[src/rtl/sack_pkg.sv]
`timescale 1ns/1ps
package sack_pkg;
    // width of the timeout period field
    localparam int PERW        = 4;
    // bit offset of the timeout group in the status word
    localparam int TO_OFS      = 8;
    // control write field positions
    localparam int CTL_SEL_LSB = 0;
    localparam int CTL_TB_BIT  = 3;
    localparam int CTL_PER_LSB = 4;
    localparam int CTL_MODE    = 8;
endpackage

[src/rtl/sack_prio.sv]
`timescale 1ns/1ps
// lowest-index-first priority encoder
module sack_prio #(
    parameter int N  = 7,
    parameter int IW = 3
) (
    input  logic [N-1:0]  req,
    output logic          any,
    output logic [IW-1:0] idx
);
    always_comb begin
        any = |req;
        idx = '0;
        for (int i = N - 1; i >= 0; i--) begin
            if (req[i]) idx = IW'(i);
        end
    end
endmodule

[src/rtl/sack_tick.sv]
`timescale 1ns/1ps
// prescaled timebase: one tick every PRESC cycles
module sack_tick #(
    parameter int PRESC = 4
) (
    input  logic clk,
    input  logic rst_n,
    output logic tick
);
    generate
        if (PRESC <= 1) begin : g_direct
            assign tick = 1'b1;
        end else begin : g_count
            localparam int CW = $clog2(PRESC);
            logic [CW-1:0] cnt_d, cnt_q;
            always_comb begin
                tick  = (cnt_q == CW'(PRESC - 1));
                cnt_d = tick ? '0 : cnt_q + 1'b1;
            end
            always_ff @(posedge clk or negedge rst_n) begin
                if (!rst_n) cnt_q <= '0;
                else        cnt_q <= cnt_d;
            end
        end
    endgenerate
endmodule

[src/rtl/sack_timer.sv]
`timescale 1ns/1ps
// per-resource timeout down-counter
module sack_timer #(
    parameter int PERW = 4
) (
    input  logic            clk,
    input  logic            rst_n,
    input  logic            load,
    input  logic [PERW-1:0] load_val,
    input  logic            tick,
    input  logic            run,
    output logic            expire
);
    logic [PERW-1:0] cnt_d, cnt_q;

    always_comb begin
        expire = tick && run && (cnt_q == '0) && !load;
        cnt_d  = cnt_q;
        if (load)
            cnt_d = load_val;
        else if (tick && run && (cnt_q != '0))
            cnt_d = cnt_q - 1'b1;
    end

    always_ff @(posedge clk or negedge rst_n) begin
        if (!rst_n) cnt_q <= '0;
        else        cnt_q <= cnt_d;
    end
endmodule

[src/rtl/sack_tracker.sv]
`timescale 1ns/1ps
module sack_tracker
    import sack_pkg::*;
#(
    parameter  int NRES  = 7,
    parameter  int SRCW  = 6,
    parameter  int PRESC = 4,
    localparam int IW    = $clog2(NRES + 1),
    localparam int DW    = TO_OFS + NRES
) (
    input  logic            clk,
    input  logic            rst_n,
    input  logic            alloc_req,
    input  logic [SRCW-1:0] alloc_src,
    output logic            alloc_grant,
    output logic            alloc_busy,
    output logic [IW-1:0]   alloc_idx,
    input  logic            wr_en,
    input  logic            wr_sel,
    input  logic [DW-1:0]   wr_data,
    output logic [DW-1:0]   stat_o,
    output logic            rsp_valid,
    output logic            rsp_err,
    output logic [IW-1:0]   rsp_idx,
    output logic [SRCW-1:0] rsp_dst
);
    typedef struct packed {
        logic [NRES-1:0]            pend;
        logic [NRES-1:0]            tout;
        logic [NRES-1:0]            due;   // reply owed
        logic [NRES-1:0]            err;   // owed reply is an error reply
        logic [NRES-1:0][SRCW-1:0]  dst;
        logic                       mode;
        logic                       tb;
        logic [PERW-1:0]            period;
        logic                       rv;
        logic                       re;
        logic [IW-1:0]              ri;
        logic [SRCW-1:0]            rd;
    } st_t;

    st_t q, d;

    logic [NRES-1:0] free_v, grant_oh, expire;
    logic            any_free, any_due, tick;
    logic [IW-1:0]   free_idx, due_idx;

    assign free_v = ~(q.pend | q.tout | q.due);

    sack_prio #(.N(NRES), .IW(IW)) u_alloc_pick (
        .req(free_v), .any(any_free), .idx(free_idx)
    );
    sack_prio #(.N(NRES), .IW(IW)) u_reply_pick (
        .req(q.due), .any(any_due), .idx(due_idx)
    );
    sack_tick #(.PRESC(PRESC)) u_tick (
        .clk(clk), .rst_n(rst_n), .tick(tick)
    );

    assign alloc_grant = alloc_req && any_free;
    assign alloc_busy  = alloc_req && !any_free;
    assign alloc_idx   = free_idx;
    assign grant_oh    = alloc_grant ? (NRES'(1) << free_idx) : '0;

    generate
        for (genvar g = 0; g < NRES; g++) begin : g_tmr
            sack_timer #(.PERW(PERW)) u_tmr (
                .clk(clk), .rst_n(rst_n),
                .load(grant_oh[g]), .load_val(q.period),
                .tick(tick), .run(q.mode && q.pend[g]),
                .expire(expire[g])
            );
        end
    endgenerate

    always_comb begin
        logic            ack_wr, ctl_wr;
        logic [NRES-1:0] clr_p, clr_t, force_v, to_ev, ack_ev, pick_oh;
        logic [IW-1:0]   fsel;

        d      = q;
        ack_wr = wr_en && !wr_sel;
        ctl_wr = wr_en && wr_sel;
        clr_p  = ack_wr ? wr_data[NRES-1:0]     : '0;
        clr_t  = ack_wr ? wr_data[TO_OFS +: NRES] : '0;

        // forced timeout on a reversal of the toggle bit while mode is on
        fsel    = wr_data[CTL_SEL_LSB +: IW];
        force_v = '0;
        if (ctl_wr && q.mode && (wr_data[CTL_TB_BIT] != q.tb))
            force_v = (fsel == {IW{1'b1}}) ? '1 : (NRES'(1) << fsel);

        // software clear wins over a timeout in the same cycle
        to_ev  = (expire | force_v) & q.pend & ~clr_p;
        ack_ev = clr_p & q.pend;

        d.pend = (q.pend & ~clr_p & ~to_ev) | grant_oh;
        d.tout = (q.tout & ~clr_t) | to_ev;

        pick_oh = any_due ? (NRES'(1) << due_idx) : '0;
        d.due   = (q.due & ~pick_oh) | ack_ev | to_ev;

        for (int i = 0; i < NRES; i++) begin
            if (ack_ev[i] || to_ev[i]) d.err[i] = to_ev[i];
            if (grant_oh[i])           d.dst[i] = alloc_src;
        end

        d.rv = any_due;
        d.re = any_due ? q.err[due_idx] : 1'b0;
        d.ri = any_due ? due_idx        : '0;
        d.rd = any_due ? q.dst[due_idx] : '0;

        if (ctl_wr) begin
            d.tb = wr_data[CTL_TB_BIT];
            if (!q.mode) d.period = wr_data[CTL_PER_LSB +: PERW];
            d.mode = wr_data[CTL_MODE];
        end
    end

    always_ff @(posedge clk or negedge rst_n) begin
        if (!rst_n) q <= '0;
        else        q <= d;
    end

    always_comb begin
        stat_o                 = '0;
        stat_o[NRES-1:0]       = q.pend;
        stat_o[TO_OFS +: NRES] = q.tout;
    end

    assign rsp_valid = q.rv;
    assign rsp_err   = q.re;
    assign rsp_idx   = q.ri;
    assign rsp_dst   = q.rd;
endmodule

[config.mk]
export PLATFORM = sky130hd
export DESIGN_NAME = sack_tracker
export DESIGN_NICKNAME = d
export VERILOG_FILES = /design/src/rtl/sack_pkg.sv /design/src/rtl/sack_prio.sv /design/src/rtl/sack_tick.sv /design/src/rtl/sack_timer.sv /design/src/rtl/sack_tracker.sv
export SDC_FILE = /design/constraint.sdc
export NUM_CORES = 1
export LEC_CHECK = 0
export ABC_AREA = 1
export BUFFER_PORTS_ARGS = -buffer_cell sky130_fd_sc_hd__buf_4
export CAP_MARGIN = 25
export CORE_ASPECT_RATIO = 1.1
export CORE_UTILIZATION = 28
export CTS_BUF_LIST = sky130_fd_sc_hd__clkbuf_16
export CTS_CLUSTER_DIAMETER = 200
export DETAILED_ROUTE_END_ITERATION = 16
export SYNTH_ARGS = -nofsm -noshare
export SYNTH_HDL_FRONTEND = slang
export SYNTH_SLANG_ARGS = --single-unit
[constraint.sdc]
create_clock -name clk -period 2 [get_ports clk]
set_clock_uncertainty 0.1 [all_clocks]
set_input_delay 0.1 -clock clk [delete_from_list [all_inputs] [get_ports clk]]
set_output_delay 0.1 -clock clk [all_outputs]
set_load 0.01 [all_outputs]
# Word level (Yosys, flattened, before mapping)
# Cells that the tools add are included.
# word_totals
ff_bits	117
in_bits	26
out_inout_bits	31
elab_cells	190
# classes
n_addsub	8
n_lt_le_gt_ge	1
n_eq_ne	3
n_shift	3
mux	42
bitwise_logic	20
reduce_logical	81
# ops
operator	count
4-bit 2-to-1 mux	14
7-bit AND	7
7-bit OR	7
3-bit 2-to-1 mux	15
7-bit 2-to-1 mux	6
1-bit logical AND	41
7-bit NOT	5
4-bit logical NOT	7
4-bit nonzero test	7
4-bit by 1-bit subtractor with 4-bit output, second input constant	7
1-bit by 3-bit left shift with 7-bit output, first input constant	3
6-bit binary-select mux with 3-bit select	1
2-bit nonzero test	7
7-bit OR reduction	2
6-bit 2-to-1 mux	2
1-bit logical NOT	9
1-bit logical OR	7
3-bit by 4-bit less-than comparator with 1-bit output, second input constant	1
1-bit binary-select mux with 3-bit select	1
3-bit == test, second input constant	1
2-bit by 1-bit adder with 2-bit output, second input constant	1
2-bit == test, second input constant	1
1-bit 2-to-1 mux	2
2-bit 2-to-1 mux	1
other kinds (3)	3

# Logic depth before layout (Yosys ltp)
# Gate-level depths: netlist of the first run.
# depth
word_depth	20
mapped_depth	13
mapped_depth_nobuf	13

# Hierarchy
# A second synthesis of the first run with hierarchy kept.
# unflattened
hier_cells	846
hier_area_um2	6381.1
# by_module_without_submodules
mod	n_inst	cells_per_inst	area_each_um2	seq_area_each_um2
sack_tracker	1	519	4170.2	2177.1
sack_timer	7	41	280.3	100.1
sack_prio	2	18	91.3	0.0
sack_tick	1	4	66.3	50.0

# Worst setup path before layout of the first run
# OpenSTA, ideal clock, no wires.
# synth_timing
kind	register -> register
startpoint	register q, in the netlist stat_o[5]
endpoint	register g_tmr[3].u_tmr.cnt_q[3]
setup_time_ns	0.128
arrival_ns	1.456
required_time_ns	1.772
setup_slack_ns	0.317
path_stages_with_launch	14
path_buffers	1
synth_period_minus_slack_ns	1.683
cell_sequence	dfrtp_1 -> inv_2 -> nand2_1 -> nor2_1 -> nand2_1 -> nand2_1 -> nand2_2 -> nand2_4 -> nand2_4 -> nor2_4 -> inv_2 -> buf_4 -> nand3_1 -> nand3_1
# synth_via
elab_chain_len	12
word_cells_on_any_way	15
classes_between	1 x shift; 8 x mux; 3 x bitwise; 3 x reduce/logical
# synth_lines
element	line	source
start, declared	sack_tracker.sv:42	st_t q, d;
start signal, assigned	sack_tracker.sv:121	if (!rst_n) q <= '0;
start signal, assigned	sack_tracker.sv:122	else q <= d;
7-bit OR * (2 in series)	sack_tracker.sv:48	assign free_v = ~(q.pend | q.tout | q.due);
7-bit NOT *	sack_tracker.sv:48	
3-bit 2-to-1 mux (6 in series)	sack_prio.sv:15	if (req[i]) idx = IW'(i);
1-bit by 3-bit left shift with 7-bit output	sack_tracker.sv:63	assign grant_oh = alloc_grant ? (NRES'(1) << free_idx) : '0;
7-bit 2-to-1 mux *	sack_tracker.sv:63	
4-bit 2-to-1 mux or 2-bit nonzero test (tied branches)	n/a	
end signal, assigned	sack_timer.sv:27	else cnt_q <= cnt_d;
end, declared	sack_timer.sv:14	logic [PERW-1:0] cnt_d, cnt_q;
# Mark *: on every way between the ends. The rest lies on a longest branch, timed or not.
# A chain may end at the register's enable or synchronous reset.

==> flow_metrics.tcl, run 1 <==
set metrics [dict create \
    ff2ff_setup_slack_ns 0.1 \
    hp-class "in -> reg" \
    track_usage_pct 15.3 \
    antenna_found_initial 0 \
    core_area_um2 21400 \
    fill_cells 2205 \
    status "completed" \
    cp_slowest_cell "dfrtp_1" \
    h-tree-depth 4 \
    cts_made_buffers 17 \
    synth-seq-cells 117 \
    finalHoldViolCount 0 \
    required_ns 2.20 \
    cp_cell_sequence "buf_4 > a21oi_1 > o21ai_1 > nand2_1 > nand2_1 > or2_2 > nand3_1 > nand2_1" \
    drv_cap 0 \
    period_needed_ns 1.90 \
    max_freq_ghz 0.526 \
    drt-initial-drc-count 277 \
    initial_core_util_pct 28.7 \
    path_class "reg -> reg" \
    gp_congestion 0.832 \
    overflow 0 \
    syn-num-nets 792 \
    worstSetupStartpointType "register" \
    worstPathMaxFanout 11 \
    endpoint_kind "register" \
    grt_pass1_wl_um 25500 \
    synth.avg_cell_area_um2 8.09 \
    wl_um 15900 \
    power.leakage_nw 3.86 \
    ys_seq_area_share_pct 47.7 \
    diodes 0 \
    drcViolationCount 0 \
    area_delta_synth_final_pct 26.1 \
    cp_data_arrival_time_ns 2.10 \
    row_count 56 \
    dieArea_um2 22500 \
    cts_buffer_depth 2 \
    root_buffer "clkbuf_16" \
    postRouteAntennaNets 0 \
    dieHeight_um 157 \
    cts_tree "built" \
    finalCritPeriodShare_pct 95.1 \
    ios 57 \
    yosysWarnings 0 \
    peakVddDrop_mv 0.632 \
    via_per_inst 4.49 \
    wl_per_cell_um 13.9 \
    setup_viol 0 \
    synthCells 758 \
    design_area_um2 7730 \
    cts.sinks 117 \
    p_per_area_nw_per_um2 1580 \
    fin_setup_tns_ns 0 \
    dp_hpwl_um 11500 \
    insertion_delay_ns 0.42 \
    report.final.slew_viol_count 0 \
    placed_cell_area_um2 6860 \
    crit_top_cell "nand2_1" \
    cpPeakStageDelay_ns 0.42 \
    final_util_pct 36.2 \
    synth.cell_area_um2 6130 \
    synth.distinct_cells 36 \
    rsz0062_at_grt "yes" \
    grt_pass1_vias 5053 \
    grt_max_degree 53 \
    final_nets 879 \
    vias 5154 \
    drive_gt1_share_pct 19.8 \
    port-buffer-count 55 \
    first_pass_iters 5 \
    clkTransAtPathRegs_ns 0.05 \
    die-width_um 143 \
]
-- area by class of cell --
type,count,area (µm²),area share [%]
sequential,117,2930,37.9
multi-input combinational,495,2560,33.2
timing repair buffer,111,927,12.0
clock buffer,17,425,5.50
inverter,103,389,5.03
tap,290,363,4.69
clock inverter,14,138,1.78
-- final timing paths --
| kind | from | endpoint | cells past startpoint |
|---|---|---|---|
| min in group asynchronous | rst_n | q[31]$_DFFE_PN0P_ | 2 |
| setup / recovery | q[69]$_DFF_PN0_ | rsp_dst[0]$_DFF_PN0_ | 8 |
| hold / removal | wr_en | q[16]$_DFFE_PN0P_ | 4 |
| hold reg to reg | u_tick.g_count.cnt_q[0]$_DFF_PN0_ | u_tick.g_count.cnt_q[0]$_DFF_PN0_ | 1 |
| max in group asynchronous | rst_n | q[11]$_DFFE_PN0P_ | 3 |
| setup reg to reg | q[69]$_DFF_PN0_ | rsp_dst[0]$_DFF_PN0_ | 8 |
-- power by group --
part           switching, W  leakage, nW  internal [W]  total [W]
Clock               0.00111        0.260       0.00181    0.00292
Combinational       0.00326         2.14       0.00213    0.00539
Sequential         0.000599         1.46       0.00334    0.00394
-- flip-flops by register name (all words and copies together), names as in the netlist --
register	flops
g_tmr.u_tmr.cnt_q	28
rsp_valid	1
rsp_err	1
u_tick.g_count.cnt_q	2
q	62
stat_o	14
rsp_idx	3
rsp_dst	6
-- placed cells by master (no fill, tap or decap), types with 6 or more instances in the layout --
cell             n
nor3_1           9
clkbuf_16       17
nor2_1          62
o21ai_0         60
or2_2            9
nand2_1        162
buf_4           86
inv_1           94
xor2_1          16
ha_1             8
o21ai_1         27
nand3_1         79
a21oi_1         10
dlygate4sd3_1   21
nand2_4          7
dfrtp_1        117
clkinvlp_4       6
o21ai_2          6
inv_2            8
-- through the flow --
stage          power [W]  cells  setup WS [ns]  hold slack (ns)
2_1_floorplan    0.00756    758          0.317           -0.296
3_3_place_gp     0.00905   1088         0.0591          -0.0544
3_5_place_dp     0.00914   1088         0.0215          -0.0557
4_1_cts           0.0121   1140        0.00385           0.0134
5_1_grt           0.0133   1147        -0.0356           0.0338
6_report          0.0122   1147         0.0989           0.0282
-- critical path: cells and delay by family, from the launching register on --
| kind | cells | cell delay, ns |
|---|---|---|
| buffers and inverters | 1 | 0.15 |
| AND/OR/NAND/NOR | 5 | 0.94 |
| AO/OA/AOI/OAI | 2 | 0.17 |
| flip-flops | 1 | 0.42 |
-- cells in the mapped netlist --
master	count	share of area [%]
o32ai_1	1	0.14
a21oi_1	10	0.82
o22ai_1	2	0.20
nand4_1	3	0.31
o21ai_1	27	2.2
buf_6	2	0.37
conb_1	1	0.061
inv_1	96	5.9
nand2_2	4	0.41
nand2_4	6	1.1
o31ai_1	3	0.37
nor2_2	1	0.10
nand3_1	79	6.4
xnor2_1	3	0.43
nand2_1	164	10
nor2_1	63	3.9
nor2_4	3	0.55
or2_2	9	0.92
inv_2	7	0.43
dfrtp_1	117	48
nand3b_1	4	0.49
o221ai_1	1	0.14
nor2_8	1	0.33
mux2_2	2	0.37
nor3_2	1	0.16
nand3_2	2	0.33
o211ai_1	3	0.37
nor3_1	10	0.82
buf_4	26	3.2
xor2_1	16	2.3
nand4_4	2	0.69
o21ai_2	6	0.86
ha_1	8	1.6
clkbuf_1	7	0.43
buf_2	8	0.65
o21ai_0	60	4.9
-- per-layer routing --
| layer | track usage [%] | routed length (µm) | share of wire (%) | up-vias |
|---|---|---|---|---|
| met5 | 0 | 0 | 0 | - |
| met4 | 6.81 | 395 | 2.5 | 0 |
| met3 | 3.80 | 642 | 4.0 | 29 |
| met2 | 25.6 | 7890 | 50 | 111 |
| met1 | 18.6 | 7010 | 44 | 2437 |
| li1 | - | - | - | 2577 |
-- cells by family (layout without fill, tap and decap cells) --
family,count (synthesis),in the layout,synth area share [%]
muxes,2,2,0.367
buffers and inverters,146,245,10.9
and+or+nand+nor,352,352,26.5
DFF,117,117,47.7
other,1,1,0.0612
xor gates and xnor gates,19,19,2.71
AOI/OAI and AO/OA,113,113,10.0
adders and majority gates,8,8,1.63
-- timing repair --
item,in CTS,in global routing
buffers inserted,0,7
hold buffers,21,0
resized for setup,1,11
pin swaps,1,3
setup endpoints to repair,2,38
endpoints found under the hold margin,171,0
No activity file was read; power rests on OpenSTA's default activity.
==> run 2: changes to the inputs <==
==> constraint.sdc (replaced) <==
create_clock -name clk -period 2 [get_ports clk]
set_clock_uncertainty 0.1 [all_clocks]
set_input_delay 0 -clock clk [delete_from_list [all_inputs] [get_ports clk]]
set_output_delay 0 -clock clk [all_outputs]
set_load 0.01 [all_outputs]
==> flow_metrics.tcl, run 2 (same netlist as run 1, synthesis figures left out) <==
set metrics [dict create \
    cp_slowest_cell "dfrtp_2" \
    cp_cell_sequence "nor2_2 > nand2_1 > nand2_2 > inv_1 > nand2_1 > nand2_4 > inv_1 > buf_4" \
    core_area_um2 21400 \
    gp_congestion 0.792 \
    grt_pass1_vias 5059 \
    drt-initial-drc-count 309 \
    vias 5110 \
    overflow 0 \
    power.leakage_nw 3.85 \
    cp_data_arrival_time_ns 1.78 \
    holdPathStages 5 \
    via_per_inst 4.45 \
    ios 57 \
    design_area_um2 7750 \
    min_to "q[66]$_DFF_PN0_" \
    wl_per_cell_um 13.9 \
    hp-start "wr_sel" \
    dp_hpwl_um 11400 \
    final_nets 880 \
    r2r_end "g_tmr[6].u_tmr.cnt_q[0]$_DFFE_PN0P_" \
    die-width_um 143 \
    status "completed" \
    h-tree-depth 4 \
    path_class "reg -> out" \
    drcViolationCount 0 \
    worstPathMaxFanout 7 \
    max_freq_ghz 0.531 \
    port-buffer-count 55 \
    initial_core_util_pct 28.7 \
    finalHoldViolCount 0 \
    root_buffer "clkbuf_16" \
    cts_tree "built" \
    dieHeight_um 157 \
    worstSetupStartpoint "q[68]$_DFF_PN0_" \
    tightest_slew_ns 0.664 \
    insertion_delay_ns 0.43 \
    wl_um 16000 \
    antenna_found_initial 0 \
    grt_pass1_wl_um 26000 \
    clkTransAtPathRegs_ns 0.06 \
    worstSetupStartpointType "register" \
    largest_reg_flops 62 \
    cts_buffer_depth 2 \
    hp-class "in -> reg" \
    postRouteAntennaNets 0 \
    required_ns 1.90 \
    crit-reg2reg-launch "q[68]$_DFF_PN0_" \
    first_pass_iters 5 \
    finalCritPeriodShare_pct 94.1 \
    p_per_area_nw_per_um2 1560 \
    fin_setup_tns_ns 0 \
    crit_buf_inv 3 \
    cp_top_family "simple AND/OR/NAND/NOR gates" \
    drv_cap 0 \
    regMostFlops "q" \
    period_needed_ns 1.88 \
    peakVddDrop_mv 0.583 \
    track_usage_pct 15.4 \
    final_cell_mix "163 x nand2_1, 116 x dfrtp_1, 98 x inv_1" \
    cpPeakStageDelay_ns 0.44 \
    final_common_cell "nand2_1" \
    area_delta_synth_final_pct 26.4 \
    row_count 56 \
    dieArea_um2 22500 \
    cts_made_buffers 17 \
    report.final.slew_viol_count 0 \
    cts.sinks 117 \
    rsz0062_at_grt "no" \
    diodes 0 \
    relSlewSlack_pct 55.7 \
    endpoint_kind "output port" \
    setup_viol 0 \
    placed_cell_area_um2 6810 \
    ff2ff_setup_slack_ns 0.15 \
    grt_max_degree 118 \
    ff2ff_path_depth 11 \
    drive_gt1_share_pct 18.5 \
]
[run 2: layout make-up]
type	instances	area (µm²)
Fill cell	2232	13600
Clock buffer	17	425
Timing Repair Buffer	112	967
Multi-Input combinational cell	495	2560
Tap cell	290	363
Sequential cell	117	2930
Clock inverter	15	118
Inverter	103	389
[run 2: per-stage QoR]
| step | setup WS (ns) | instances | power, W | util (%) | hold WS [ns] |
|---|---|---|---|---|---|
| 2_1_floorplan | 0.317 | 758 | 0.00756 | - | -0.396 |
| 3_3_place_gp | 0.0466 | 1083 | 0.00905 | 31.9 | 0.0578 |
| 3_5_place_dp | 0.0313 | 1083 | 0.00914 | 31.9 | 0.0546 |
| 4_1_cts | 0.0196 | 1146 | 0.0120 | 35.9 | 0.0205 |
| 5_1_grt | 0.00675 | 1149 | 0.0131 | 36.3 | 0.0630 |
| 6_report | 0.118 | 1149 | 0.0121 | 36.3 | 0.0227 |
[run 2: worst max path at each step]
| stage | slack [ns] | to | cells past startpoint |
|---|---|---|---|
| 2_1_floorplan | 0.32 | g_tmr[3].u_tmr.cnt_q[3]$_DFFE_PN0P_ | 13 |
| 3_3_place_gp | 0.05 | g_tmr[6].u_tmr.cnt_q[0]$_DFFE_PN0P_ | 10 |
| 3_5_place_dp | 0.03 | g_tmr[6].u_tmr.cnt_q[0]$_DFFE_PN0P_ | 10 |
| 4_1_cts | 0.02 | g_tmr[6].u_tmr.cnt_q[0]$_DFFE_PN0P_ | 10 |
| 5_1_grt | 0.007 | rsp_dst[0]$_DFF_PN0_ | 8 |
| 6_report | 0.12 | alloc_idx[1] | 8 |
[run 2: power by group]
part | internal, W | leakage (nW) | switching, W
clock | 0.00168 | 0.265 | 0.00114
sequential | 0.00335 | 1.46 | 0.000625
combinational | 0.00209 | 2.13 | 0.00321
total | 0.00712 | 3.85 | 0.00497
[run 2: worst reg2reg max path: stages (launching register included)]
cell and delay (ns):
dfrtp_2 0.44, nor2_2 0.12, nand2_1 0.13, nand2_2 0.16, inv_1 0.06, nand2_1 0.10, nand2_4 0.11, nor2_4 0.22
nand2_8 0.13, o21ai_0 0.10, o21ai_1 0.08, inv_1 0.06
[run 2: routing by layer]
layer  track usage (%)  vias up  share of wire, %
met5                 0        -                 0
met4              5.68        0               1.5
met3              3.19       18               3.3
met2              26.0       80                49
met1              19.4     2433                46
li1                  -     2579                 -
[run 2: what timing repair did]
action	CTS	global route
hold buffers	31	0
endpoints found under the setup margin	0	34
gates resized for setup	0	14
setup buffers	0	3
endpoints found under the hold margin	190	0
==> run 3: changes to the inputs <==
CTS_BUF_LIST = sky130_fd_sc_hd__clkbuf_8   (was sky130_fd_sc_hd__clkbuf_16)
==> flow_metrics.tcl, run 3 (same netlist as run 1, synthesis figures left out) <==
set metrics [dict create \
    cpPeakStageDelay_ns 0.41 \
    cts_buffer_depth 2 \
    final_common_cell "nand2_1" \
    crit_buf_inv 4 \
    finalHoldViolCount 0 \
    power_frac_seq_pct 34.2 \
    p_per_area_nw_per_um2 1510 \
    via_per_inst 4.48 \
    p_comb_share_pct 48.1 \
    finalCritPeriodShare_pct 94.5 \
    status "completed" \
    dieHeight_um 157 \
    rsz0062_at_grt "yes" \
    grt_pass1_wl_um 25900 \
    cts_tree "built" \
    drv_cap 0 \
    report.final.slew_viol_count 0 \
    grt_max_degree 118 \
    drcViolationCount 0 \
    whs_ns 0.0503 \
    final_nets 887 \
    clkTransAtPathRegs_ns 0.07 \
    internal-power_w 0.00658 \
    diodes 0 \
    hp-start "wr_en" \
    wl_um 16200 \
    track_usage_pct 15.4 \
    worstPathMaxFanout 7 \
    endpoint_kind "output port" \
    power.leakage_nw 3.82 \
    vias 5175 \
    antenna_found_initial 0 \
    p_switching_w 0.00496 \
    setup_viol 0 \
    crit-reg2reg-launch "q[68]$_DFF_PN0_" \
    power.total_w 0.0115 \
    min_to "q[66]$_DFF_PN0_" \
    final_cells 1156 \
    first_pass_iters 5 \
    gp_congestion 0.792 \
    root_buffer "clkbuf_8" \
    h-tree-depth 4 \
    dieArea_um2 22500 \
    p_sw_share_pct 43.0 \
    final_cell_mix "160 x nand2_1, 117 x dfrtp_1, 98 x inv_1" \
    crit_top_cell "inv_1" \
    ff2ff_setup_slack_ns 0.13 \
    largest_reg_flops 62 \
    grt_pass1_vias 5039 \
    insertion_delay_ns 0.46 \
    tightest_slew_ns 0.637 \
    worstSetupStartpointType "register" \
    cp_top_family "buffers and inverters" \
    holdPathStages 6 \
    row_count 56 \
    core_area_um2 21400 \
    cp_slowest_cell "dfrtp_1" \
    port-buffer-count 55 \
    dp_cells 1083 \
    path_class "reg -> out" \
    p_clk_share_pct 17.6 \
    cts_made_buffers 17 \
    period_needed_ns 1.89 \
    regMostFlops "q" \
    die-width_um 143 \
    wl_per_cell_um 14.0 \
    cp_cell_sequence "inv_1 > nand2_1 > nand2_2 > inv_1 > nand2_1 > nand2_4 > inv_1 > buf_4" \
    cts.sinks 117 \
    dp_hpwl_um 11400 \
    overflow 0 \
    postRouteAntennaNets 0 \
    r2r_end "rsp_err$_DFF_PN0_" \
    initial_core_util_pct 28.7 \
    max_freq_ghz 0.529 \
    peakVddDrop_mv 0.672 \
    drt-initial-drc-count 319 \
    cp_data_arrival_time_ns 1.79 \
    required_ns 1.90 \
    ios 57 \
    drive_gt1_share_pct 19.6 \
    area_delta_synth_final_pct 25.0 \
    ff2ff_path_depth 9 \
    relSlewSlack_pct 57.5 \
    hp-class "in -> reg" \
    final_util_pct 35.9 \
]
## run 3: layout make-up
cell class	count	area [µm²]
clock inverter	14	114
sequential	117	2930
tap	290	363
multi-input combinational	495	2580
clock buffer	18	248
fill	2241	13700
inverter	103	389
timing repair buffer	119	1050
## run 3: layer usage
metal | up-vias | track usage [%] | share of wire [%]
li1 | 2593 | - | -
met1 | 2475 | 19.6 | 47
met2 | 84 | 25.5 | 49
met3 | 23 | 3.50 | 3.3
met4 | 0 | 5.12 | 1.5
met5 | - | 0 | 0
## run 3: metrics by stage
stage | worst slack [ns] | instance area, µm² | setup TNS [ns]
after global routing | -0.0149 | 7670 | -0.0245
after detailed placement | 0.0313 | 6810 | 0
after CTS | 0.0178 | 7500 | 0
after global placement | 0.0466 | 6810 | 0
after floorplan | 0.317 | 6130 | 0
final | 0.109 | 7670 | 0
## run 3: how the worst max path moves through the flow
stage,start,end,slack [ns],depth (start not counted)
final,stat_o[3]$_DFF_PN0_,alloc_idx[1],0.11,8
after global routing,q[68]$_DFF_PN0_,rsp_dst[4]$_DFF_PN0_,-0.01,10
after CTS,q[68]$_DFF_PN0_,g_tmr[6].u_tmr.cnt_q[0]$_DFFE_PN0P_,0.02,10
after detailed placement,q[68]$_DFF_PN0_,g_tmr[6].u_tmr.cnt_q[0]$_DFFE_PN0P_,0.03,10
after global placement,q[68]$_DFF_PN0_,g_tmr[6].u_tmr.cnt_q[0]$_DFFE_PN0P_,0.05,10
after floorplan,stat_o[5]$_DFF_PN0_,g_tmr[3].u_tmr.cnt_q[3]$_DFFE_PN0P_,0.32,13
## run 3: power by group through the flow
stage / Clock [W] / Sequential (W) / Combinational [W]
after floorplan: 0 / 0.00380 / 0.00377
after global placement: 0 / 0.00398 / 0.00507
after detailed placement: 0 / 0.00399 / 0.00515
after CTS: 0.00207 / 0.00396 / 0.00520
after global routing: 0.00219 / 0.00408 / 0.00625
final: 0.00203 / 0.00395 / 0.00556
## run 3: timing repair
| action | in CTS | in global routing |
|---|---|---|
| resized for setup | 0 | 19 |
| hold buffers | 33 | 0 |
| endpoints found under the setup margin | 0 | 36 |
| buffers inserted | 0 | 7 |
| endpoints found under the hold margin | 194 | 0 |
## run 3: tightest hold or removal path, stage by stage
cell and delay, ns:
buf_4 0.11, inv_1 0.04, nor2_1 0.04, buf_4 0.17, nand2_1 0.12, o21ai_0 0.08
